$ cat config.mk
export PLATFORM = sky130hd
export DESIGN_NAME = mbx_doorbell_top
export DESIGN_NICKNAME = d
export VERILOG_FILES = /design/src/rtl/mbx_pkg.sv /design/src/rtl/mbx_decode.sv /design/src/rtl/mbx_regfile.sv /design/src/rtl/mbx_doorbell.sv /design/src/rtl/mbx_doorbell_top.sv
export SDC_FILE = /design/constraint.sdc
export NUM_CORES = 2
export LEC_CHECK = 0
export BUFFER_PORTS_ARGS = -buffer_cell sky130_fd_sc_hd__clkbuf_2
export CELL_PAD_IN_SITES_DETAIL_PLACEMENT = 0
export CELL_PAD_IN_SITES_GLOBAL_PLACEMENT = 1
export CORE_MARGIN = 4
export CORE_UTILIZATION = 49
export DETAILED_ROUTE_END_ITERATION = 10
export GPL_TIMING_DRIVEN = 0
export PLACE_DENSITY_LB_ADDON = 0.1
export SYNTH_ARGS = -nofsm -noshare
export SYNTH_HDL_FRONTEND = slang
export SYNTH_HIERARCHICAL = 1
export SYNTH_SLANG_ARGS = --single-unit
$ cat constraint.sdc
create_clock -name clk -period 19.08 [get_ports clk]
set_input_delay 3.816 -clock clk [delete_from_list [all_inputs] [get_ports clk]]
set_output_delay 3.816 -clock clk [all_outputs]
set_load 0.1 [all_outputs]
$ cat src/rtl/mbx_pkg.sv
package mbx_pkg;
    localparam int DATA_W = 64;
    localparam int ADDR_W = 24;
    localparam int NUM_MBX = 8;
    localparam int NUM_DB = 2;
    localparam int ALIASES = 3;
    localparam logic [ADDR_W-1:0] MBX_BASE = 24'h0D0050;
    localparam logic [ADDR_W-1:0] DB_BASE = 24'h0D0060;

    // Big-endian bit numbering: bit 0 is the MSB.
    function automatic logic [DATA_W-1:0] msb_bit(input int n);
        return {{(DATA_W-1){1'b0}}, 1'b1} << (DATA_W - 1 - n);
    endfunction

    typedef enum logic [1:0] {
        DB_NONE = 2'd0,
        DB_RW = 2'd1,
        DB_AND = 2'd2,
        DB_OR = 2'd3
    } db_op_e;

    typedef struct packed {
        logic hit_mbx;
        logic [$clog2(NUM_MBX)-1:0] mbx_idx;
        logic hit_db;
        logic [$clog2(NUM_DB)-1:0] db_sel;
        db_op_e op;
    } dec_t;
endpackage

$ cat src/rtl/mbx_decode.sv
module mbx_decode
    import mbx_pkg::*;
(
    input logic [ADDR_W-1:0] addr,
    output dec_t dec
);
    localparam int DB_SPAN = NUM_DB * ALIASES;

    logic [ADDR_W-1:0] mbx_off;
    logic [ADDR_W-1:0] db_off;

    always_comb begin
        mbx_off = addr - MBX_BASE;
        db_off = addr - DB_BASE;
        dec = '0;
        dec.op = DB_NONE;

        if (addr >= MBX_BASE && mbx_off < ADDR_W'(NUM_MBX)) begin
            dec.hit_mbx = 1'b1;
            dec.mbx_idx = mbx_off[$clog2(NUM_MBX)-1:0];
        end

        if (addr >= DB_BASE && db_off < ADDR_W'(DB_SPAN)) begin
            dec.hit_db = 1'b1;
            dec.db_sel = $clog2(NUM_DB)'(db_off / ADDR_W'(ALIASES));
            case (db_off % ADDR_W'(ALIASES))
                ADDR_W'(0): dec.op = DB_RW;
                ADDR_W'(1): dec.op = DB_AND;
                default: dec.op = DB_OR;
            endcase
        end
    end

    always_comb begin
        assert ($onehot0({dec.hit_mbx, dec.hit_db})) else $error("p_single_hit_r10");
    end
endmodule

$ cat src/rtl/mbx_regfile.sv
module mbx_regfile
    import mbx_pkg::*;
#(
    parameter int N = NUM_MBX,
    parameter int W = DATA_W
) (
    input logic clk,
    input logic rst,
    input logic wr_en,
    input logic [$clog2(N)-1:0] wr_idx,
    input logic [W-1:0] wr_data,
    output logic [N-1:0][W-1:0] words
);
    logic [N-1:0][W-1:0] words_d, words_q;

    always_comb begin
        words_d = words_q;
        if (wr_en) begin
            words_d[wr_idx] = wr_data;
        end
    end

    always_ff @(posedge clk) begin
        if (rst) begin
            words_q <= '0;
        end else begin
            words_q <= words_d;
        end
    end

    assign words = words_q;

    p_idle_hold_r11: assert property (@(posedge clk) disable iff (rst)
        !wr_en |=> $stable(words_q));

    p_write_lands_r2: assert property (@(posedge clk) disable iff (rst)
        wr_en |=> words_q[$past(wr_idx)] == $past(wr_data));
endmodule

$ cat src/rtl/mbx_doorbell.sv
module mbx_doorbell
    import mbx_pkg::*;
#(
    parameter int W = DATA_W,
    parameter logic [W-1:0] IRQ_MASK = '0
) (
    input logic clk,
    input logic rst,
    input logic wr_en,
    input db_op_e op,
    input logic [W-1:0] wr_data,
    output logic [W-1:0] value,
    output logic irq
);
    typedef struct packed {
        logic [W-1:0] bits;
    } db_state_t;

    db_state_t st_d, st_q;

    always_comb begin
        st_d = st_q;
        if (wr_en) begin
            case (op)
                DB_RW: st_d.bits = wr_data;
                DB_AND: st_d.bits = st_q.bits & wr_data;
                DB_OR: st_d.bits = st_q.bits | wr_data;
                default: st_d.bits = st_q.bits;
            endcase
        end
    end

    always_ff @(posedge clk) begin
        if (rst) begin
            st_q <= '0;
        end else begin
            st_q <= st_d;
        end
    end

    assign value = st_q.bits;
    assign irq = |(st_q.bits & IRQ_MASK);

    p_and_merge_r4: assert property (@(posedge clk) disable iff (rst)
        (wr_en && op == DB_AND) |=> value == ($past(value) & $past(wr_data)));

    p_or_merge_r5: assert property (@(posedge clk) disable iff (rst)
        (wr_en && op == DB_OR) |=> value == ($past(value) | $past(wr_data)));

    p_irq_held_r8: assert property (@(posedge clk) disable iff (rst)
        (irq && !wr_en) |=> irq);

    p_or_keeps_irq_r8: assert property (@(posedge clk) disable iff (rst)
        (irq && wr_en && op == DB_OR) |=> irq);
endmodule

$ cat src/rtl/mbx_doorbell_top.sv
module mbx_doorbell_top
    import mbx_pkg::*;
(
    input logic clk,
    input logic rst,
    input logic [23:0] bus_addr,
    input logic bus_we,
    input logic [63:0] bus_wdata,
    output logic [63:0] bus_rdata,
    output logic irq_to_ctrl,
    output logic irq_to_host
);
    localparam logic [DATA_W-1:0] H2C_MASK = msb_bit(0);
    localparam logic [DATA_W-1:0] C2H_MASK = msb_bit(0) | msb_bit(1) | msb_bit(2);
    localparam logic [NUM_DB-1:0][DATA_W-1:0] DB_MASKS = {C2H_MASK, H2C_MASK};

    dec_t dec;
    logic [NUM_MBX-1:0][DATA_W-1:0] mbx_words;
    logic [NUM_DB-1:0][DATA_W-1:0] db_val;
    logic [NUM_DB-1:0] db_irq;

    mbx_decode u_dec (
        .addr(bus_addr),
        .dec(dec)
    );

    mbx_regfile #(.N(NUM_MBX), .W(DATA_W)) u_regs (
        .clk(clk),
        .rst(rst),
        .wr_en(bus_we && dec.hit_mbx),
        .wr_idx(dec.mbx_idx),
        .wr_data(bus_wdata),
        .words(mbx_words)
    );

    for (genvar g = 0; g < NUM_DB; g++) begin : g_db
        mbx_doorbell #(.W(DATA_W), .IRQ_MASK(DB_MASKS[g])) u_db (
            .clk(clk),
            .rst(rst),
            .wr_en(bus_we && dec.hit_db && dec.db_sel == $clog2(NUM_DB)'(g)),
            .op(dec.op),
            .wr_data(bus_wdata),
            .value(db_val[g]),
            .irq(db_irq[g])
        );
    end

    always_comb begin
        bus_rdata = '0;
        if (dec.hit_mbx) begin
            bus_rdata = mbx_words[dec.mbx_idx];
        end else if (dec.hit_db) begin
            bus_rdata = db_val[dec.db_sel];
        end
    end

    assign irq_to_ctrl = db_irq[0];
    assign irq_to_host = db_irq[1];

    p_undecoded_zero_r10: assert property (@(posedge clk) disable iff (rst)
        !(dec.hit_mbx || dec.hit_db) |-> bus_rdata == '0);

    p_ctrl_irq_bit0_r7: assert property (@(posedge clk) disable iff (rst)
        irq_to_ctrl |-> db_val[0][DATA_W-1]);
endmodule

==> Word-level counts from Yosys, hierarchy flattened <==
Index checks and enable logic that the tools add are counted.
Widths: inputs -> output; s select.
{ "op_classes": {"n_mux": 14, "bitwise_logic": 5, "order_cmp": 7, "n_reduce_logical": 12, "n_eq_ne": 4, "add_sub_neg": 2, "div": 2} }
{ "op_table": {"columns": ["op", "n"], "rows": [
  ["$bwmux 512", 1],
  ["$mux 64", 6],
  ["$pmux 64 s3", 2],
  ["$bmux 64 s3", 1],
  ["$demux 64 s3", 1],
  ["$and 64x64->64", 2],
  ["$or 64x64->64", 2],
  ["$ge 24x20->1 const B", 2],
  ["$sub 24x20->24 const B", 2],
  ["$div 24x2->24 const B", 1],
  ["$eq 24x1->1 const B", 1],
  ["$logic_not 24->1", 1],
  ["$lt 24x3->1 const B", 1],
  ["$lt 24x4->1 const B", 1],
  ["$mod 24x2->24 const B", 1],
  ["$mux 4", 2],
  ["$logic_and 1x1->1", 7],
  ["$eq 2x2->1 const B", 2],
  ["$lt 3x4->1 const B", 1],
  ["$pmux 2 s2", 1],
  ["$reduce_and 2->1", 2],
  ["$ge 3x1->1 const B", 1],
  ["$reduce_bool 3->1", 1],
  ["$reduce_or 3->1", 1],
  ["other kinds (3)", 3]
]} }
{ "totals": {"in_bits": 91, "out_inout_bits": 66, "ff_bits": 640, "elab_cells": 56} }

==> Depth between registers and ports, before layout <==
{ "depth": {"word_depth": 9, "depth_mapped": 46, "mapped_depth_nobuf": 36} }

==> Cells and area by module <==
The synthesis kept the hierarchy.
{ "modules_own_cells": {"columns": ["module", "cells_per_inst", "seq_area_each_um2", "instances", "area_per_inst_um2"], "rows": [
  ["mbx_regfile", 1798, 10249.8, 1, 19957.9],
  ["mbx_doorbell_top", 528, 0.0, 1, 5054.8],
  ["mbx_decode", 469, 0.0, 1, 3110.5],
  ["mbx_doorbell at g_db[1].u_db", 356, 1281.2, 1, 3078.0],
  ["mbx_doorbell at g_db[0].u_db", 356, 1281.2, 1, 3054.2]
]} }

==> Worst setup path after synthesis <==
OpenSTA, ideal clock, no wires.
{ "synth_timing": {"path_kind": "input -> output", "start": "input port bus_addr[5]", "end": "output port bus_rdata[25]", "setup_slack_ns": 2.116, "cell_stages": 40, "n_path_buf": 10, "arrival_ns": 13.148, "required_time_ns": 15.264, "cell_sequence": "ha_1 or3_1 buf_2 or4_1 buf_2 a22o_4 or2_1 buf_2 mux2i_1 a32oi_1 o221ai_2 o31ai_2 a21oi_1 a2111o_1 o211ai_2 a222oi_1 a211oi_1 o221ai_2 [... 4 more ...] a21oi_1 and2_1 clkbuf_1 inv_1 ha_1 clkbuf_1 nor4_4 o21a_1 inv_1 ha_1 buf_1 a2111oi_1 nor2_1 clkbuf_1 buf_2 buf_2 mux2i_1 o22ai_1"} }
{ "synth_rtl": {"columns": ["item", "line", "rtl"], "rows": [
  ["from (decl)", "mbx_doorbell_top.sv:6", "input logic [23:0] bus_addr,"],
  ["to (decl)", "mbx_doorbell_top.sv:9", "output logic [63:0] bus_rdata,"]
]} }

==> impl_metrics.yaml <==
critical_path:
  slowest_stage: "nor4_4"
  crit_path_start_kind: "input port"
  path_class: "input port to output pin"
  cp_max_fo: 10
  arrival_ns: 14.68
  end_kind: "output pin"
  cp_common_cell: "buf_2"
  worstPathRequired_ns: 15.26
  max_stage_delay_ns: 0.57
die:
  die-area_sq_um: 74200
  die_x_microns: 272
  row_count: 96
  die_h_microns: 272
  ios: 157
  coreArea_sq_um: 68900
  initial_utilization_pct: 49.7
global_route:
  grt_pass1_vias: 28800
  grt_max_degree: 15
  grt.overflow.total: 0
  grt_pass1_wl_microns: 171000
  grt.total_usage_pct: 29.2
  antenna_found_initial: 0
sta:
  finalSetupViolCount: 0
  maxSlewHeadroom_pct: 22.0
  max_slew.worst_pin.slew_ns: 1.17
  setup_slack_ns: 0.586
  whs_ns: 0.469
  period_share_pct: 96.9
  max_freq_ghz: 0.0541
  period_needed_ns: 18.49
  finalHoldViolations: 0
  finalMaxSlewViolations: 0
  final.setup_skew_ns: 0
clocking:
  numClockSinks: 640
  cts_made_buffers: 73
  postCtsSetupBuffers: 0
  clk_latency_ns: 0.61
  tritoncts: "built"
  htree_levels: 3
  cts.path.max_buffers: 3
  clk_pin_slew_ns: 0.06
  cts_root_buffer: "clkbuf_16"
synth:
  synth.avg_cell_area_sq_um: 9.77
  synth.distinct_cells: 101
  yosysSeqAreaShare_pct: 37.4
  synthArstFlopShare_pct: 0
  syn_area_sq_um: 34300
  yosys_warnings: 6
  synthesis.instances: 3507
  synth_edf_count: 0
  synth_flop_cell: "dfxtp_1"
  synth_fp_nets: 3602
  synth_seq_cells: 640
place:
  dp_slack_ns: 0.668
  place_congestion: 0.857
  placed_cell_area_sq_um: 36200
  dp_cells: 4584
  io_buffers: 145
  dpl.hpwl_microns: 78800
finish:
  drive_above_1_share_pct: 18.5
  syn2layout_area_growth_pct: 13.1
  final_util_pct: 56.2
  ff_latch_area_sq_um: 12800
  multiInputGateArea_sq_um: 19500
  layout.cells.non_filler: 4717
  layout_common_cells: "640 x dfxtp_1, 585 x mux2i_1, 584 x nand2b_1"
  diodes: 0
  layout_commonest_cell: "dfxtp_1"
  nets: 3823
  fillers: 6223
  fin_area_sq_um: 38700
job:
  drv_cap: 0
power:
  p_clk_share_pct: 48.4
  internal_power_mw: 2.33
  p_per_area_nw_per_um2: 79.6
  leakage_nw: 16.3
  peakVddDrop_mv: 0.0559
  p_comb_share_pct: 8.3
  power_switching_mw: 0.759
  seqPwrFrac_pct: 43.3
  netSwitchingFraction_pct: 24.6
drt:
  drt.antenna.violating_nets: 0
  vias: 28300
  wl_per_cell_microns: 23.7
  dr.first_iter.drc_count: 2160
  vias_per_cell: 6.00
  wl_microns: 112000
  drc: 0
  drt_first_pass_iters: 8
run_status:
  status: "completed"
worst_hold_path:
  min_path_type: "register to register"
worst max-delay path: cells and delay by family:
| family | cells | cell delay, ns |
|---|---|---|
| mux | 1 | 0.14 |
| buf+inv | 13 | 3.37 |
| compound gates | 15 | 3.89 |
| fa+ha+maj | 3 | 0.56 |
| simple gates | 9 | 2.87 |
Yosys cell counts (7+ instances only):
master,instances,area [sq um]
buf_4,56,420
mux2_2,129,1450
nand3_1,25,125
o22ai_1,136,851
xor2_1,10,87.6
xnor2_1,23,201
inv_1,15,56.3
a31oi_1,10,62.6
and2_1,15,93.8
a21oi_1,131,656
nand2_1,172,646
clkbuf_1,178,668
or3_1,10,62.6
nor3_1,24,120
a22o_1,129,1130
o21ai_1,27,135
dfxtp_1,640,12800
nor4_1,10,62.6
mux4_2,64,1440
nand2b_1,584,3650
buf_2,79,395
o21ai_0,187,936
nand4_1,8,50.1
buf_6,24,270
nor2_1,41,154
buf_1,11,41.3
a21oi_2,28,245
and3_1,7,43.8
mux2i_1,585,5860
cells by family (layout without fill, tap and decap cells):
kind of cell / Yosys count / after routing / synth area share [%]
and+or+nand+nor: 938 / 938 / 15.7
muxes: 778 / 778 / 25.5
AOI/OAI and AO/OA: 739 / 739 / 14.5
DFF: 640 / 640 / 37.4
buffers and inverters: 373 / 652 / 5.78
xor gates and xnor gates: 35 / 35 / 0.957
adders and majority gates: 4 / 4 / 0.146
layout make-up:
cell class,instances,share of cell area (%)
multi-input combinational,2494,50.3
sequential,640,33.1
clock buffer,104,5.54
buffer,358,4.97
tap,931,3.01
timing repair buffer,146,1.89
clock inverter,29,1.07
inverter,15,0.145
timing repair:
item | 4_1_cts | 5_1_grt
resized for setup | 0 | 12
endpoints found under the setup margin | 0 | 31
hold buffers | 0 | 0
sequential cells by signal, indices dropped and copies added (netlist names):
signal and count:
u_regs/words 512, g_db.u_db/value 128
power by group through the flow:
| stage | logic [mW] | registers, mW | clock network (mW) |
|---|---|---|---|
| 6_report | 0.256 | 1.34 | 1.49 |
| 5_1_grt | 0.275 | 1.34 | 1.57 |
| 3_5_place_dp | 0.249 | 1.37 | 0 |
| 3_3_place_gp | 0.245 | 1.37 | 0 |
| 4_1_cts | 0.250 | 1.34 | 1.51 |
| 2_1_floorplan | 0.171 | 1.37 | 0 |
metrics by stage:
| step | setup TNS (ns) | power (mW) |
|---|---|---|
| floorplan | 0 | 1.54 |
| global placement | 0 | 1.61 |
| detailed placement | 0 | 1.61 |
| CTS | 0 | 3.10 |
| global route | -0.000592 | 3.18 |
| finish | 0 | 3.09 |
metal layers:
metal / vias up / global-route usage, % / wire [microns]
met3: 242 / 3.64 / 5550
met1: 14200 / 38.2 / 48200
met4: 0 / 11.1 / 4440
li1: 13000 / - / -
met2: 900 / 49.3 / 53600
met5: - / 0 / 0
final timing paths:
check | cells after the start | slack [ns] | startpoint | to
setup / recovery | 41 | 0.59 | bus_addr[6] | bus_rdata[62]
hold / removal | 2 | 0.47 | u_regs/words[27] | u_regs/words[27]
setup reg to reg | 3 | 18.13 | g_db[0].u_db/value[23] | g_db[0].u_db/value[23]
hold reg to reg | 2 | 0.47 | u_regs/words[27] | u_regs/words[27]
Note: power is estimated with default switching activity, not from simulation.
